**src/rtl/tod_pkg.sv**
```systemverilog
// Shared constants, state type and encoding helpers for the time-of-day block.
// Assumes every field value fits in 7 bits (at most 99).
package tod_pkg;
    localparam logic [3:0] IDX_SEC     = 4'd0;
    localparam logic [3:0] IDX_SEC_ALM = 4'd1;
    localparam logic [3:0] IDX_MIN     = 4'd2;
    localparam logic [3:0] IDX_MIN_ALM = 4'd3;
    localparam logic [3:0] IDX_HR      = 4'd4;
    localparam logic [3:0] IDX_HR_ALM  = 4'd5;
    localparam logic [3:0] IDX_CTL     = 4'd6;
    localparam logic [3:0] IDX_STAT    = 4'd7;

    localparam int CTL_HOLD = 7;
    localparam int CTL_BIN  = 2;
    localparam int CTL_H24  = 1;
    localparam logic [7:0] CTL_RESET = 8'h02;

    typedef enum logic [1:0] {SEQ_IDLE, SEQ_LEAD, SEQ_SETTLE} seq_state_t;

    // Convert a stored field to a binary count.
    function automatic logic [6:0] field_dec(input logic [6:0] v, input logic bin);
        return bin ? v : (({4'd0, v[6:4]} * 7'd10) + {3'd0, v[3:0]});
    endfunction

    // Convert a binary count to the stored field form.
    function automatic logic [6:0] field_enc(input logic [6:0] v, input logic bin);
        logic [2:0] tens;
        logic [3:0] ones;
        tens = 3'(v / 7'd10);
        ones = 4'(v % 7'd10);
        return bin ? v : {tens, ones};
    endfunction
endpackage

```
**src/rtl/tod_update_seq.sv**
```systemverilog
// Update sequencer: accepts a tick when idle and not held, raises busy, strobes
// the counter advance after LEAD_CYC cycles, then settles for UPD_CYC cycles.
// Assumes LEAD_CYC >= 1 and UPD_CYC >= 1.
module tod_update_seq #(
    parameter int LEAD_CYC = 8,
    parameter int UPD_CYC  = 65
) (
    input  logic clk,
    input  logic rst_n,
    input  logic tick_i,
    input  logic hold_i,
    output logic busy_o,
    output logic apply_o,
    output logic fin_o,
    output logic done_o
);
    import tod_pkg::*;

    localparam int MAXC  = (LEAD_CYC > UPD_CYC) ? LEAD_CYC : UPD_CYC;
    localparam int CNT_W = $clog2(MAXC + 1);
    localparam logic [CNT_W-1:0] LEAD_LAST = CNT_W'(LEAD_CYC - 1);
    localparam logic [CNT_W-1:0] UPD_LAST  = CNT_W'(UPD_CYC - 1);

    seq_state_t       state_q;
    logic [CNT_W-1:0] cnt_q;

    // Phase-end strobes used by the counter and the alarm register.
    assign apply_o = (state_q == SEQ_LEAD)   && (cnt_q == LEAD_LAST);
    assign fin_o   = (state_q == SEQ_SETTLE) && (cnt_q == UPD_LAST);
    assign busy_o  = (state_q != SEQ_IDLE);

    // Phase state, cycle counter and the registered update-ended pulse.
    always_ff @(posedge clk) begin
        if (!rst_n) begin
            state_q <= SEQ_IDLE;
            cnt_q   <= '0;
            done_o  <= 1'b0;
        end else begin
            done_o <= 1'b0;
            unique case (state_q)
                SEQ_IDLE: begin
                    if (tick_i && !hold_i) begin
                        state_q <= SEQ_LEAD;
                        cnt_q   <= '0;
                    end
                end
                SEQ_LEAD: begin
                    if (apply_o) begin
                        state_q <= SEQ_SETTLE;
                        cnt_q   <= '0;
                    end else begin
                        cnt_q <= cnt_q + 1'b1;
                    end
                end
                SEQ_SETTLE: begin
                    if (fin_o) begin
                        state_q <= SEQ_IDLE;
                        done_o  <= 1'b1;
                    end else begin
                        cnt_q <= cnt_q + 1'b1;
                    end
                end
                default: state_q <= SEQ_IDLE;
            endcase
        end
    end

    p_done_on_busy_fall_r7: assert property (@(posedge clk) disable iff (!rst_n)
        $fell(busy_o) |-> done_o);
    p_done_single_r7: assert property (@(posedge clk) disable iff (!rst_n)
        done_o |=> !done_o);
    p_no_start_held_r10: assert property (@(posedge clk) disable iff (!rst_n)
        (!busy_o && hold_i) |=> !busy_o);
    p_busy_ignores_tick_r11: assert property (@(posedge clk) disable iff (!rst_n)
        (busy_o && !fin_o) |=> busy_o);
endmodule

```
**src/rtl/tod_time_counter.sv**
```systemverilog
// Seconds, minutes and hours storage with host writes and a one-step advance.
// The advance decodes the stored bytes in the current mode, counts in binary
// 24-hour form and re-encodes. A host write to a field wins over the advance.
module tod_time_counter (
    input  logic       clk,
    input  logic       rst_n,
    input  logic       apply_i,
    input  logic       bin_i,
    input  logic       h24_i,
    input  logic       wr_sec_i,
    input  logic       wr_min_i,
    input  logic       wr_hr_i,
    input  logic [7:0] wdata_i,
    output logic [7:0] sec_o,
    output logic [7:0] min_o,
    output logic [7:0] hr_o
);
    import tod_pkg::*;

    logic [6:0] sec_b, min_b, hr_b, h24_cur, h24_nxt, sec_nb, min_nb, h12_raw, h12;
    logic       s_wrap, m_wrap, pm_nxt;
    logic [7:0] sec_n, min_n, hr_n;

    // Next-time computation for one update step.
    always_comb begin
        sec_b   = field_dec(sec_o[6:0], bin_i);
        min_b   = field_dec(min_o[6:0], bin_i);
        hr_b    = field_dec(hr_o[6:0], bin_i);
        h24_cur = h24_i ? hr_b
                        : (((hr_b == 7'd12) ? 7'd0 : hr_b) + (hr_o[7] ? 7'd12 : 7'd0));
        s_wrap  = (sec_b >= 7'd59);
        m_wrap  = (min_b >= 7'd59);
        sec_nb  = s_wrap ? 7'd0 : sec_b + 7'd1;
        min_nb  = s_wrap ? (m_wrap ? 7'd0 : min_b + 7'd1) : min_b;
        h24_nxt = (s_wrap && m_wrap) ? ((h24_cur >= 7'd23) ? 7'd0 : h24_cur + 7'd1) : h24_cur;
        pm_nxt  = (h24_nxt >= 7'd12);
        h12_raw = pm_nxt ? h24_nxt - 7'd12 : h24_nxt;
        h12     = (h12_raw == 7'd0) ? 7'd12 : h12_raw;
        sec_n   = {1'b0, field_enc(sec_nb, bin_i)};
        min_n   = {1'b0, field_enc(min_nb, bin_i)};
        hr_n    = h24_i ? {1'b0, field_enc(h24_nxt, bin_i)} : {pm_nxt, field_enc(h12, bin_i)};
    end

    // Field registers: host write first, then update advance.
    always_ff @(posedge clk) begin
        if (!rst_n) begin
            sec_o <= 8'h00;
            min_o <= 8'h00;
            hr_o  <= 8'h00;
        end else begin
            sec_o <= wr_sec_i ? wdata_i : (apply_i ? sec_n : sec_o);
            min_o <= wr_min_i ? wdata_i : (apply_i ? min_n : min_o);
            hr_o  <= wr_hr_i  ? wdata_i : (apply_i ? hr_n  : hr_o);
        end
    end

    p_sec_hold_r2: assert property (@(posedge clk) disable iff (!rst_n)
        (!apply_i && !wr_sec_i) |=> $stable(sec_o));
    p_min_hold_r2: assert property (@(posedge clk) disable iff (!rst_n)
        (!apply_i && !wr_min_i) |=> $stable(min_o));
    p_hr_hold_r3: assert property (@(posedge clk) disable iff (!rst_n)
        (!apply_i && !wr_hr_i) |=> $stable(hr_o));
endmodule

```
**src/rtl/tod_alarm_match.sv**
```systemverilog
// Three alarm bytes with host writes and a per-field compare against the time.
// A byte with bits 7:6 both set is a wildcard. Compares raw stored bytes,
// so alarm and time must share one encoding.
module tod_alarm_match #(
    parameter int NFIELD = 3
) (
    input  logic                   clk,
    input  logic                   rst_n,
    input  logic [NFIELD-1:0]      wr_i,
    input  logic [7:0]             wdata_i,
    input  logic [NFIELD-1:0][7:0] cur_i,
    output logic [NFIELD-1:0][7:0] alm_o,
    output logic                   match_o
);
    logic [NFIELD-1:0] hit;

    for (genvar g = 0; g < NFIELD; g++) begin : g_field
        // Alarm byte storage for one field.
        always_ff @(posedge clk) begin
            if (!rst_n)      alm_o[g] <= 8'h00;
            else if (wr_i[g]) alm_o[g] <= wdata_i;
        end
        // Field compare with wildcard.
        assign hit[g] = (alm_o[g][7:6] == 2'b11) || (alm_o[g] == cur_i[g]);
    end

    assign match_o = &hit;

    p_wild_sec_r9: assert property (@(posedge clk) disable iff (!rst_n)
        (alm_o[0][7:6] == 2'b11 && alm_o[1] == cur_i[1] && alm_o[2] == cur_i[2]) |-> match_o);
    p_mismatch_r8: assert property (@(posedge clk) disable iff (!rst_n)
        (alm_o[0][7:6] != 2'b11 && alm_o[0] != cur_i[0]) |-> !match_o);
endmodule

```
**src/rtl/tod_alarm_clock.sv**
```systemverilog
// Top level: control byte, host read multiplexer, sequencer, time counter and
// alarm compare. The alarm pulse is registered on the final settle cycle so it
// lines up with the update-ended pulse.
module tod_alarm_clock #(
    parameter int LEAD_CYC = 8,
    parameter int UPD_CYC  = 65
) (
    input  logic       clk,
    input  logic       rst_n,
    input  logic       sec_tick,
    input  logic       host_we,
    input  logic [3:0] host_addr,
    input  logic [7:0] host_wdata,
    output logic [7:0] host_rdata,
    output logic       upd_busy,
    output logic       upd_done,
    output logic       alarm_hit
);
    import tod_pkg::*;

    logic [7:0]      ctl_q;
    logic            apply, fin, match;
    logic [7:0]      sec, min, hr;
    logic [2:0][7:0] alm;
    logic [2:0]      wr_alm;

    // Control byte register.
    always_ff @(posedge clk) begin
        if (!rst_n)                             ctl_q <= CTL_RESET;
        else if (host_we && host_addr == IDX_CTL) ctl_q <= host_wdata;
    end

    tod_update_seq #(.LEAD_CYC(LEAD_CYC), .UPD_CYC(UPD_CYC)) u_seq (
        .clk(clk), .rst_n(rst_n), .tick_i(sec_tick), .hold_i(ctl_q[CTL_HOLD]),
        .busy_o(upd_busy), .apply_o(apply), .fin_o(fin), .done_o(upd_done)
    );

    tod_time_counter u_cnt (
        .clk(clk), .rst_n(rst_n), .apply_i(apply),
        .bin_i(ctl_q[CTL_BIN]), .h24_i(ctl_q[CTL_H24]),
        .wr_sec_i(host_we && host_addr == IDX_SEC),
        .wr_min_i(host_we && host_addr == IDX_MIN),
        .wr_hr_i (host_we && host_addr == IDX_HR),
        .wdata_i(host_wdata), .sec_o(sec), .min_o(min), .hr_o(hr)
    );

    assign wr_alm = {host_we && host_addr == IDX_HR_ALM,
                     host_we && host_addr == IDX_MIN_ALM,
                     host_we && host_addr == IDX_SEC_ALM};

    tod_alarm_match #(.NFIELD(3)) u_alm (
        .clk(clk), .rst_n(rst_n), .wr_i(wr_alm), .wdata_i(host_wdata),
        .cur_i({hr, min, sec}), .alm_o(alm), .match_o(match)
    );

    // Alarm pulse register, sampled on the last settle cycle.
    always_ff @(posedge clk) begin
        if (!rst_n) alarm_hit <= 1'b0;
        else        alarm_hit <= fin && match;
    end

    // Host read multiplexer.
    always_comb begin
        unique case (host_addr)
            IDX_SEC:     host_rdata = sec;
            IDX_SEC_ALM: host_rdata = alm[0];
            IDX_MIN:     host_rdata = min;
            IDX_MIN_ALM: host_rdata = alm[1];
            IDX_HR:      host_rdata = hr;
            IDX_HR_ALM:  host_rdata = alm[2];
            IDX_CTL:     host_rdata = ctl_q;
            IDX_STAT:    host_rdata = {upd_busy, 7'd0};
            default:     host_rdata = 8'h00;
        endcase
    end

    p_alarm_with_done_r8: assert property (@(posedge clk) disable iff (!rst_n)
        alarm_hit |-> upd_done);
    p_ctl_write_r1: assert property (@(posedge clk) disable iff (!rst_n)
        (host_we && host_addr == IDX_CTL) |=> ctl_q == $past(host_wdata));
endmodule

```
**config.mk**
```make
export PLATFORM = sky130hd
export DESIGN_NAME = tod_alarm_clock
export DESIGN_NICKNAME = d
export VERILOG_FILES = /design/src/rtl/tod_pkg.sv /design/src/rtl/tod_update_seq.sv /design/src/rtl/tod_time_counter.sv /design/src/rtl/tod_alarm_match.sv /design/src/rtl/tod_alarm_clock.sv
export SDC_FILE = /design/constraint.sdc
export NUM_CORES = 1
export LEC_CHECK = 0
export ABC_AREA = 1
export BUFFER_PORTS_ARGS = -buffer_cell sky130_fd_sc_hd__buf_2
export CORE_MARGIN = 3
export CORE_UTILIZATION = 55
export CTS_BUF_LIST = sky130_fd_sc_hd__clkbuf_4 sky130_fd_sc_hd__clkbuf_8 sky130_fd_sc_hd__clkbuf_16
export CTS_CLUSTER_DIAMETER = 200
export DETAILED_ROUTE_END_ITERATION = 12
export PLACE_DENSITY = 0.79
export SLEW_MARGIN = 15
export SYNTH_ARGS = -nofsm -noshare
export SYNTH_HDL_FRONTEND = slang
export SYNTH_SLANG_ARGS = --single-unit
```
**constraint.sdc**
```tcl
create_clock -name clk -period 10.37 [get_ports clk]
set_input_delay 0 -clock clk [delete_from_list [all_inputs] [get_ports clk]]
set_output_delay 0 -clock clk [all_outputs]
set_load 0.05 [all_outputs]
```
==> flow_metrics.env, run 1 <==
export IMPL_p_leak_nw=3.55
export IMPL_worst_path_buf_inv=7
export IMPL_async_reset_ff_frac=0
export IMPL_path_max_fanout=6
export IMPL_crit_path_end_kind="flop"
export IMPL_required_ps=10630
export IMPL_setup_violations=0
export IMPL_fin_tns_setup_ps=0
export IMPL_rsz0062_at_grt="no"
export IMPL_grt_pass1_wl_microns=30900
export IMPL_path_clk_slew_ps=60
export IMPL_portBuffers=26
export IMPL_critPathLaunch="u_cnt.hr_o[1]"
export IMPL_place_inst=1287
export IMPL_synth_nets=1176
export IMPL_seq_area_frac_synth=0.194
export IMPL_h_tree_depth=3
export IMPL_cts_tree="yes"
export IMPL_final_area_sq_mm=0.00739
export IMPL_r2r_start="u_cnt.hr_o[1]"
export IMPL_cts_resized_gates=0
export IMPL_diodes=0
export IMPL_crit_type="reg -> reg"
export IMPL_antenna_found_initial=0
export IMPL_instances_no_fill=1303
export IMPL_ys_types=55
export IMPL_synth_top_flop_cell="dfxtp_1"
export IMPL_cts_root_buffer="clkbuf_16"
export IMPL_grt_util_all_layers=0.262
export IMPL_grt_max_degree=45
export IMPL_cpPeakStageDelay_ps=420
export IMPL_postPlaceCellArea_sq_mm=0.00710
export IMPL_cts_sinks=67
export IMPL_wirelength_microns=18400
export IMPL_post_route_period_util=0.701
export IMPL_crit_family="simple AND/OR/NAND/NOR gates"
export IMPL_cts_buffers=9
export IMPL_ctsLongestPathBuffers=2
export IMPL_initialDrtViolationCount=621
export IMPL_hold_slack_ps=47.1
export IMPL_drv_cap=0
export IMPL_post_route_min_period_ps=7270
export IMPL_antenna_left=0
export IMPL_maxSlewViolCount=0
export IMPL_vias=7118
export IMPL_worst_slew_pin_transition_ps=859
export IMPL_ys_warn_count=0
export IMPL_layout_area_seq_sq_mm=0.00134
export IMPL_netlist_area_sq_mm=0.00693
export IMPL_powerDensity_mw_per_mm2=112
export IMPL_hold_class="in -> reg"
export IMPL_startpoint_type="flop"
export IMPL_synth_edf_count=0
export IMPL_ioPinCount=27
export IMPL_fin_nets=1190
export IMPL_status="complete, no violations"
export IMPL_die_area_sq_mm=0.0140
export IMPL_gp_congestion=0.961
export IMPL_finClkSkew_ps=6.39
export IMPL_peakVddDrop_v=0.000112
export IMPL_max_slew_margin_rel=0.425
export IMPL_dr_pass1_iters=5
export IMPL_post_cts_buffers=0
export IMPL_cts_hold_buf=0
export IMPL_cp_common_cell="nand2_1"
export IMPL_drc_errors=0
export IMPL_clock_latency_ps=330
export IMPL_post_drt_wl_per_cell_microns=14.1
export IMPL_netlist_instances=1116
export IMPL_slowest_stage="fa_1"
export IMPL_synth_avg_cell_area_sq_um=6.21
export IMPL_areaGrowthSynthToFinish_pct=6.70
export IMPL_fillers=1156
export IMPL_coreArea_sq_mm=0.0122
export IMPL_final_layout_size_suffix_gt1_frac=0.130
export IMPL_rows=40
export IMPL_grt_overflow=0
export IMPL_arrival_ps=7530
export IMPL_start_util=0.570
export IMPL_dpl_hpwl_microns=13700
export IMPL_die_h_microns=118
export IMPL_hold_viol=0
export IMPL_via_per_inst=5.46
export IMPL_ys_ff_latch=67
export IMPL_grt_pass1_vias=6378
export IMPL_hold_start="host_wdata[7]"
export IMPL_fmax_mhz=138
export IMPL_multiInputGateArea_sq_mm=0.00473
export IMPL_fp_dieW_microns=118
export IMPL_fin_util=0.608
==> cells in the mapped netlist (2+ instances only) <==
master / count / share of area
buf_4: 4 / 0.0043
o2111ai_1: 3 / 0.0038
a32o_1: 3 / 0.0043
buf_6: 3 / 0.0049
dlygate4sd1_1: 2 / 0.0025
o21ai_0: 48 / 0.035
buf_12: 2 / 0.0058
or2_2: 5 / 0.0045
o21ai_1: 5 / 0.0036
a21oi_2: 3 / 0.0038
o21ai_2: 6 / 0.0076
nand3_1: 85 / 0.061
nor2_4: 5 / 0.0081
nor3b_1: 2 / 0.0022
nand3_4: 3 / 0.0076
o22ai_1: 8 / 0.0072
nand3_2: 11 / 0.016
nand3b_1: 4 / 0.0043
o21a_1: 2 / 0.0022
nand2_4: 13 / 0.021
clkbuf_1: 11 / 0.0060
a221oi_1: 8 / 0.010
a31oi_1: 14 / 0.013
ha_1: 40 / 0.072
inv_2: 11 / 0.0060
nor3_1: 7 / 0.0051
nand2_2: 32 / 0.029
a21oi_1: 68 / 0.049
nand2_1: 310 / 0.17
nor2_1: 81 / 0.044
nand4_1: 21 / 0.019
inv_1: 163 / 0.088
dfxtp_1: 67 / 0.19
fa_1: 4 / 0.012
nor2_2: 7 / 0.0063
o221ai_1: 8 / 0.010
xor2_1: 6 / 0.0076
xnor2_1: 13 / 0.016
o211ai_1: 10 / 0.011
or2_1: 3 / 0.0027
==> placed cells by master (no fill, tap or decap), types with 9 or more instances in the layout <==
cell type  count
nand2_4       13
nand3_2       11
nand2_2       32
ha_1          40
clkbuf_16      9
inv_2         11
inv_1        163
nand2_1      310
nand3_1       85
o21ai_0       48
a31oi_1       14
nand4_1       21
o211ai_1      10
xnor2_1       13
a21oi_1       68
dfxtp_1       66
nor2_1        81
buf_2         26
==> worst paths after layout <==
kind         slack, ps        endpoint  cells after the start
max               3100   u_cnt.hr_o[4]                     52
max reg2reg       3100   u_cnt.hr_o[4]                     52
min reg2reg        470        ctl_q[4]                      2
min                 50  u_cnt.min_o[7]                      3
==> registers in the layout (all words and copies together), names as in the netlist <==
name	count
u_cnt.hr_o	8
ctl_q	8
u_seq.done_o	1
u_seq.cnt_q	7
u_seq.state_q	2
u_cnt.min_o	8
alarm_hit	1
u_cnt.sec_o	8
u_alm.alm_o	24
==> worst min-delay path: cells and delay by family <==
family | cells | cell delay [ps]
and+or+nand+nor | 1 | 90
buffers and inverters | 1 | 180
AOI/OAI and AO/OA | 1 | 60
==> area by class of cell <==
| type | count | area share |
|---|---|---|
| multi-input combinational | 848 | 0.640 |
| sequential | 67 | 0.182 |
| inverter | 176 | 0.0904 |
| clock buffer | 11 | 0.0325 |
| tap | 168 | 0.0284 |
| timing repair buffer | 28 | 0.0196 |
| clock inverter | 5 | 0.00728 |
==> per-layer routing <==
| metal | vias to the layer above | GRT usage | wire, microns |
|---|---|---|---|
| met3 | 42 | 0.0378 | 1420 |
| met5 | - | 0 | 0 |
| met1 | 3134 | 0.377 | 8630 |
| met4 | 0 | 0.0747 | 420 |
| li1 | 3680 | - | - |
| met2 | 262 | 0.408 | 7900 |
==> logic make-up after synthesis <==
family | Yosys count | synth area share
AND/OR/NAND/NOR | 591 | 0.403
buffers and inverters | 201 | 0.123
AO/OA/AOI/OAI | 192 | 0.168
flip-flops | 67 | 0.194
adder cells (fa/ha/maj) | 44 | 0.0838
XOR/XNOR | 20 | 0.0264
multiplexers | 1 | 0.00163
==> metrics by stage <==
step	power, mW	setup slack (ps)
6_report	0.826	3100
5_1_grt	0.877	2250
4_1_cts	0.825	3140
3_5_place_dp	0.523	3190
3_3_place_gp	0.519	3490
2_1_floorplan	0.476	3920
==> where the power goes <==
part | switching, mW | total [mW] | internal [mW]
clock | 0.114 | 0.305 | 0.191
sequential | 0.00883 | 0.274 | 0.266
combinational | 0.167 | 0.246 | 0.0793
total | 0.290 | 0.826 | 0.535
No activity file was read; power rests on OpenSTA's default activity.
==> inputs of run 2 (changes only) <==
==> constraint.sdc (replaced) <==
create_clock -name clk -period 6.9 [get_ports clk]
set_input_delay 0 -clock clk [delete_from_list [all_inputs] [get_ports clk]]
set_output_delay 0 -clock clk [all_outputs]
set_load 0.05 [all_outputs]
==> flow_metrics.env, run 2 (synthesis gave the netlist of run 1 again) <==
export IMPL_drc_errors=0
export IMPL_grt_overflow=0
export IMPL_largest_register_ffs=24
export IMPL_met3WireLength_microns=1440
export IMPL_cts_root_buffer="clkbuf_16"
export IMPL_drv_cap=0
export IMPL_startpoint_type="flop"
export IMPL_arrival_ps=6760
export IMPL_final_layout_size_suffix_gt1_frac=0.181
export IMPL_cts_tree="yes"
export IMPL_dr_pass1_iters=7
export IMPL_wirelength_microns=19200
export IMPL_fin_tns_setup_ps=0
export IMPL_top_layer="met4"
export IMPL_setup_violations=0
export IMPL_layout_common_cells="300 x nand2_1, 159 x inv_1, 82 x nand3_1"
export IMPL_cts_sinks=67
export IMPL_dr_wl_met2_microns=8710
export IMPL_p_leak_nw=3.68
export IMPL_fin_nets=1219
export IMPL_clock_latency_ps=330
export IMPL_hold_viol=0
export IMPL_maxSlewViolCount=0
export IMPL_crit_type="reg -> reg"
export IMPL_powerDensity_mw_per_mm2=161
export IMPL_cts_buffers=9
export IMPL_portBuffers=26
export IMPL_cpPeakStageDelay_ps=520
export IMPL_cts_hold_buf=0
export IMPL_gp_congestion=0.979
export IMPL_coreArea_sq_mm=0.0122
export IMPL_via_per_inst=5.58
export IMPL_final_common_cell="nand2_1"
export IMPL_post_route_period_util=0.943
export IMPL_fmax_mhz=154
export IMPL_start_util=0.570
export IMPL_initialDrtViolationCount=655
export IMPL_fillers=1143
export IMPL_grt_max_degree=34
export IMPL_hold_class="in -> reg"
export IMPL_dpl_hpwl_microns=14100
export IMPL_required_ps=7160
export IMPL_path_max_fanout=10
export IMPL_vias=7427
export IMPL_h_tree_depth=3
export IMPL_crit_path_end_kind="flop"
export IMPL_slowest_stage="fa_2"
export IMPL_post_route_min_period_ps=6500
export IMPL_cp_common_cell="nand2_2"
export IMPL_antenna_found_initial=0
export IMPL_max_slew_margin_rel=0.313
export IMPL_rows=40
export IMPL_r2r_slack_ps=400
export IMPL_finClkSkew_ps=6.66
export IMPL_setup_slack_ps=396
export IMPL_ioPinCount=27
export IMPL_areaGrowthSynthToFinish_pct=12.3
export IMPL_peakVddDrop_v=0.000215
export IMPL_grt_util_all_layers=0.267
export IMPL_die_h_microns=118
export IMPL_ctsLongestPathBuffers=2
export IMPL_regMostFlops="u_alm.alm_o"
export IMPL_grt_pass1_vias=6598
export IMPL_die_area_sq_mm=0.0140
export IMPL_grt_pass1_wl_microns=31600
export IMPL_post_drt_wl_per_cell_microns=14.4
export IMPL_worst_slew_pin_transition_ps=1030
export IMPL_fin_util=0.640
export IMPL_wl_met1_microns=8510
export IMPL_status="complete, no violations"
export IMPL_place_ws_ps=-154
export IMPL_power_mw=1.25
export IMPL_path_clk_slew_ps=60
export IMPL_diodes=0
export IMPL_fp_dieW_microns=118
export IMPL_antenna_left=0
[run 2: timing repair]
action                                  4_1_cts  5_1_grt
endpoints found under the setup margin        4        5
gates cloned                                  0        0
pin swaps                                     1       18
gates resized for setup                       3       46
setup buffers                                 1       18
[run 2: power breakdown]
part           switching (mW)  leakage (nW)  internal, mW
clock                   0.161         0.139         0.257
sequential             0.0139         0.544         0.399
combinational           0.272          3.00         0.149
total                   0.447          3.68         0.804
[run 2: worst max-delay path, delay by kind of cell, from the launching register on]
family / cells / cell delay [ps]
AO/OA/AOI/OAI: 3 / 410
adder cells (fa/ha/maj): 7 / 1850
flip-flops: 1 / 360
AND/OR/NAND/NOR: 34 / 3260
buffers and inverters: 8 / 550
[run 2: metal layers]
layer,up-vias,track usage
met2,292,0.432
met4,0,0.0813
met5,-,0
li1,3733,-
met1,3351,0.373
met3,51,0.0287
[run 2: stage by stage]
| stage | hold WS (ps) | instances | cell area, sq um |
|---|---|---|---|
| CTS | 35.0 | 1313 | 7460 |
| detailed placement | 372 | 1297 | 7170 |
| floorplan | 126 | 1116 | 6930 |
| global placement | 366 | 1297 | 7170 |
| global route | 44.9 | 1331 | 7780 |
| finish | 35.0 | 1331 | 7780 |
[run 2: layout make-up]
cell class / count / area (sq um) / share of cell area
multi-input cells: 848 / 4910 / 0.631
flip-flops and latches: 67 / 1350 / 0.174
inverters: 176 / 671 / 0.0862
repair buffers: 57 / 367 / 0.0471
clock buffers: 12 / 254 / 0.0327
well taps: 168 / 210 / 0.0270
clock inverters: 3 / 15.0 / 0.00193
[run 2: worst paths after layout]
path / from / to / cells past startpoint
worst max register to register: u_cnt.hr_o[4] / u_cnt.hr_o[4] / 52
worst min-delay path: host_wdata[7] / u_cnt.min_o[7] / 3
worst min register to register: ctl_q[0] / ctl_q[0] / 2
worst max-delay path: u_cnt.hr_o[4] / u_cnt.hr_o[4] / 52
==> inputs of run 3 (changes only) <==
--- a/config.mk
+++ b/config.mk
@@ -12,8 +12,10 @@
 export CTS_BUF_LIST = sky130_fd_sc_hd__clkbuf_4 sky130_fd_sc_hd__clkbuf_8 sky130_fd_sc_hd__clkbuf_16
 export CTS_CLUSTER_DIAMETER = 200
 export DETAILED_ROUTE_END_ITERATION = 12
+export MAX_ROUTING_LAYER = met4
 export PLACE_DENSITY = 0.79
 export SLEW_MARGIN = 15
 export SYNTH_ARGS = -nofsm -noshare
 export SYNTH_HDL_FRONTEND = slang
 export SYNTH_SLANG_ARGS = --single-unit
+export TNS_END_PERCENT = 1
==> flow_metrics.env, run 3 (synthesis gave the netlist of run 1 again) <==
export IMPL_status="complete, no violations"
export IMPL_grt_pass1_vias=6641
export IMPL_ctsLongestPathBuffers=2
export IMPL_die_area_sq_mm=0.0140
export IMPL_start_util=0.570
export IMPL_dr_pass1_iters=6
export IMPL_grt_util_all_layers=0.269
export IMPL_path_max_fanout=6
export IMPL_portBuffers=26
export IMPL_drc_errors=0
export IMPL_grt_overflow=0
export IMPL_maxSlewViolCount=0
export IMPL_cts_tree="yes"
export IMPL_path_clk_slew_ps=50
export IMPL_fin_util=0.641
export IMPL_fp_dieW_microns=118
export IMPL_regMostFlops="u_alm.alm_o"
export IMPL_antenna_left=0
export IMPL_fin_nets=1228
export IMPL_h_tree_depth=3
export IMPL_powerDensity_mw_per_mm2=161
export IMPL_via_per_inst=5.58
export IMPL_largest_register_ffs=24
export IMPL_instances_no_fill=1339
export IMPL_cts_root_buffer="clkbuf_16"
export IMPL_initialDrtViolationCount=638
export IMPL_setup_violations=0
export IMPL_areaGrowthSynthToFinish_pct=12.6
export IMPL_antenna_found_initial=0
export IMPL_place_inst=1297
export IMPL_die_h_microns=118
export IMPL_post_drt_wl_per_cell_microns=14.4
export IMPL_clock_latency_ps=330
export IMPL_crit_type="reg -> reg"
export IMPL_diodes=0
export IMPL_cts_sinks=67
export IMPL_final_common_cell="nand2_1"
export IMPL_startpoint_type="flop"
export IMPL_grt_pass1_wl_microns=31100
export IMPL_gp_congestion=1.01
export IMPL_hold_class="in -> reg"
export IMPL_hold_viol=0
export IMPL_slowest_stage="fa_2"
export IMPL_crit_path_end_kind="flop"
export IMPL_cts_buffers=9
export IMPL_p_leak_nw=3.73
export IMPL_vias=7466
export IMPL_cts_hold_buf=0
export IMPL_post_route_period_util=0.947
export IMPL_dpl_hpwl_microns=13900
export IMPL_ioPinCount=27
export IMPL_r2r_cells=51
export IMPL_cp_common_cell="nand2_2"
export IMPL_final_layout_size_suffix_gt1_frac=0.178
export IMPL_rows=40
export IMPL_max_slew_margin_rel=0.342
export IMPL_worst_slew_pin_transition_ps=984
export IMPL_coreArea_sq_mm=0.0122
export IMPL_setup_slack_ps=365
export IMPL_post_route_min_period_ps=6540
export IMPL_cpPeakStageDelay_ps=530
export IMPL_fin_tns_setup_ps=0
export IMPL_layout_common_cells="303 x nand2_1, 159 x inv_1, 84 x nand3_1"
export IMPL_grt_max_degree=34
export IMPL_finClkSkew_ps=5.44
export IMPL_fmax_mhz=153
export IMPL_arrival_ps=6800
export IMPL_drv_cap=0
export IMPL_peakVddDrop_v=0.000213
export IMPL_required_ps=7160
export IMPL_place_ws_ps=-201
export IMPL_wirelength_microns=19200
export IMPL_hold_path_cell_count=3
run 3: per-layer routing:
metal,share of wire,GRT usage
met1,0.46,0.365
met2,0.45,0.422
met3,0.071,0.0325
met4,0.021,0.0777
met5,0,-
run 3: power breakdown:
part	switching (mW)	internal [mW]
clock	0.163	0.256
combinational	0.270	0.154
sequential	0.0138	0.399
total	0.446	0.809
run 3: worst max-delay path, delay by kind of cell (launching register included):
family                     cells  cell delay [ps]
AOI/OAI and AO/OA              4              510
and+or+nand+nor               31             2950
adders and majority gates      6             1740
DFF                            1              370
buffers and inverters         10              900
run 3: final cells by class:
class,count,area [sq um]
Multi-Input combinational cell,849,4880
Tap cell,168,210
Fill cell,1099,4360
Timing Repair Buffer,65,423
Clock inverter,3,15.0
Clock buffer,11,253
Sequential cell,67,1350
Inverter,176,671
run 3: path summary, 6_finish.rpt:
kind | start | to | slack [ps]
setup / recovery | u_cnt.hr_o[4] | u_cnt.hr_o[1] | 360
hold / removal | host_wdata[7] | u_cnt.sec_o[7] | 40
setup reg to reg | u_cnt.hr_o[4] | u_cnt.hr_o[1] | 360
hold reg to reg | ctl_q[0] | ctl_q[0] | 480
run 3: per-stage QoR:
step                total power [mW]  hold WS, ps  cell area [sq um]
global placement               0.786          365               7170
global route                    1.33         45.8               7800
finish                          1.26         41.4               7800
detailed placement             0.794          373               7170
floorplan                      0.715          126               6930
CTS                             1.21         35.1               7460
run 3: timing repair:
| action | 4_1_cts | 5_1_grt |
|---|---|---|
| pin swaps | 2 | 22 |
| gates resized for setup | 5 | 34 |
| setup endpoints to repair | 4 | 5 |
| buffers inserted | 1 | 26 |
| gates cloned | 0 | 1 |
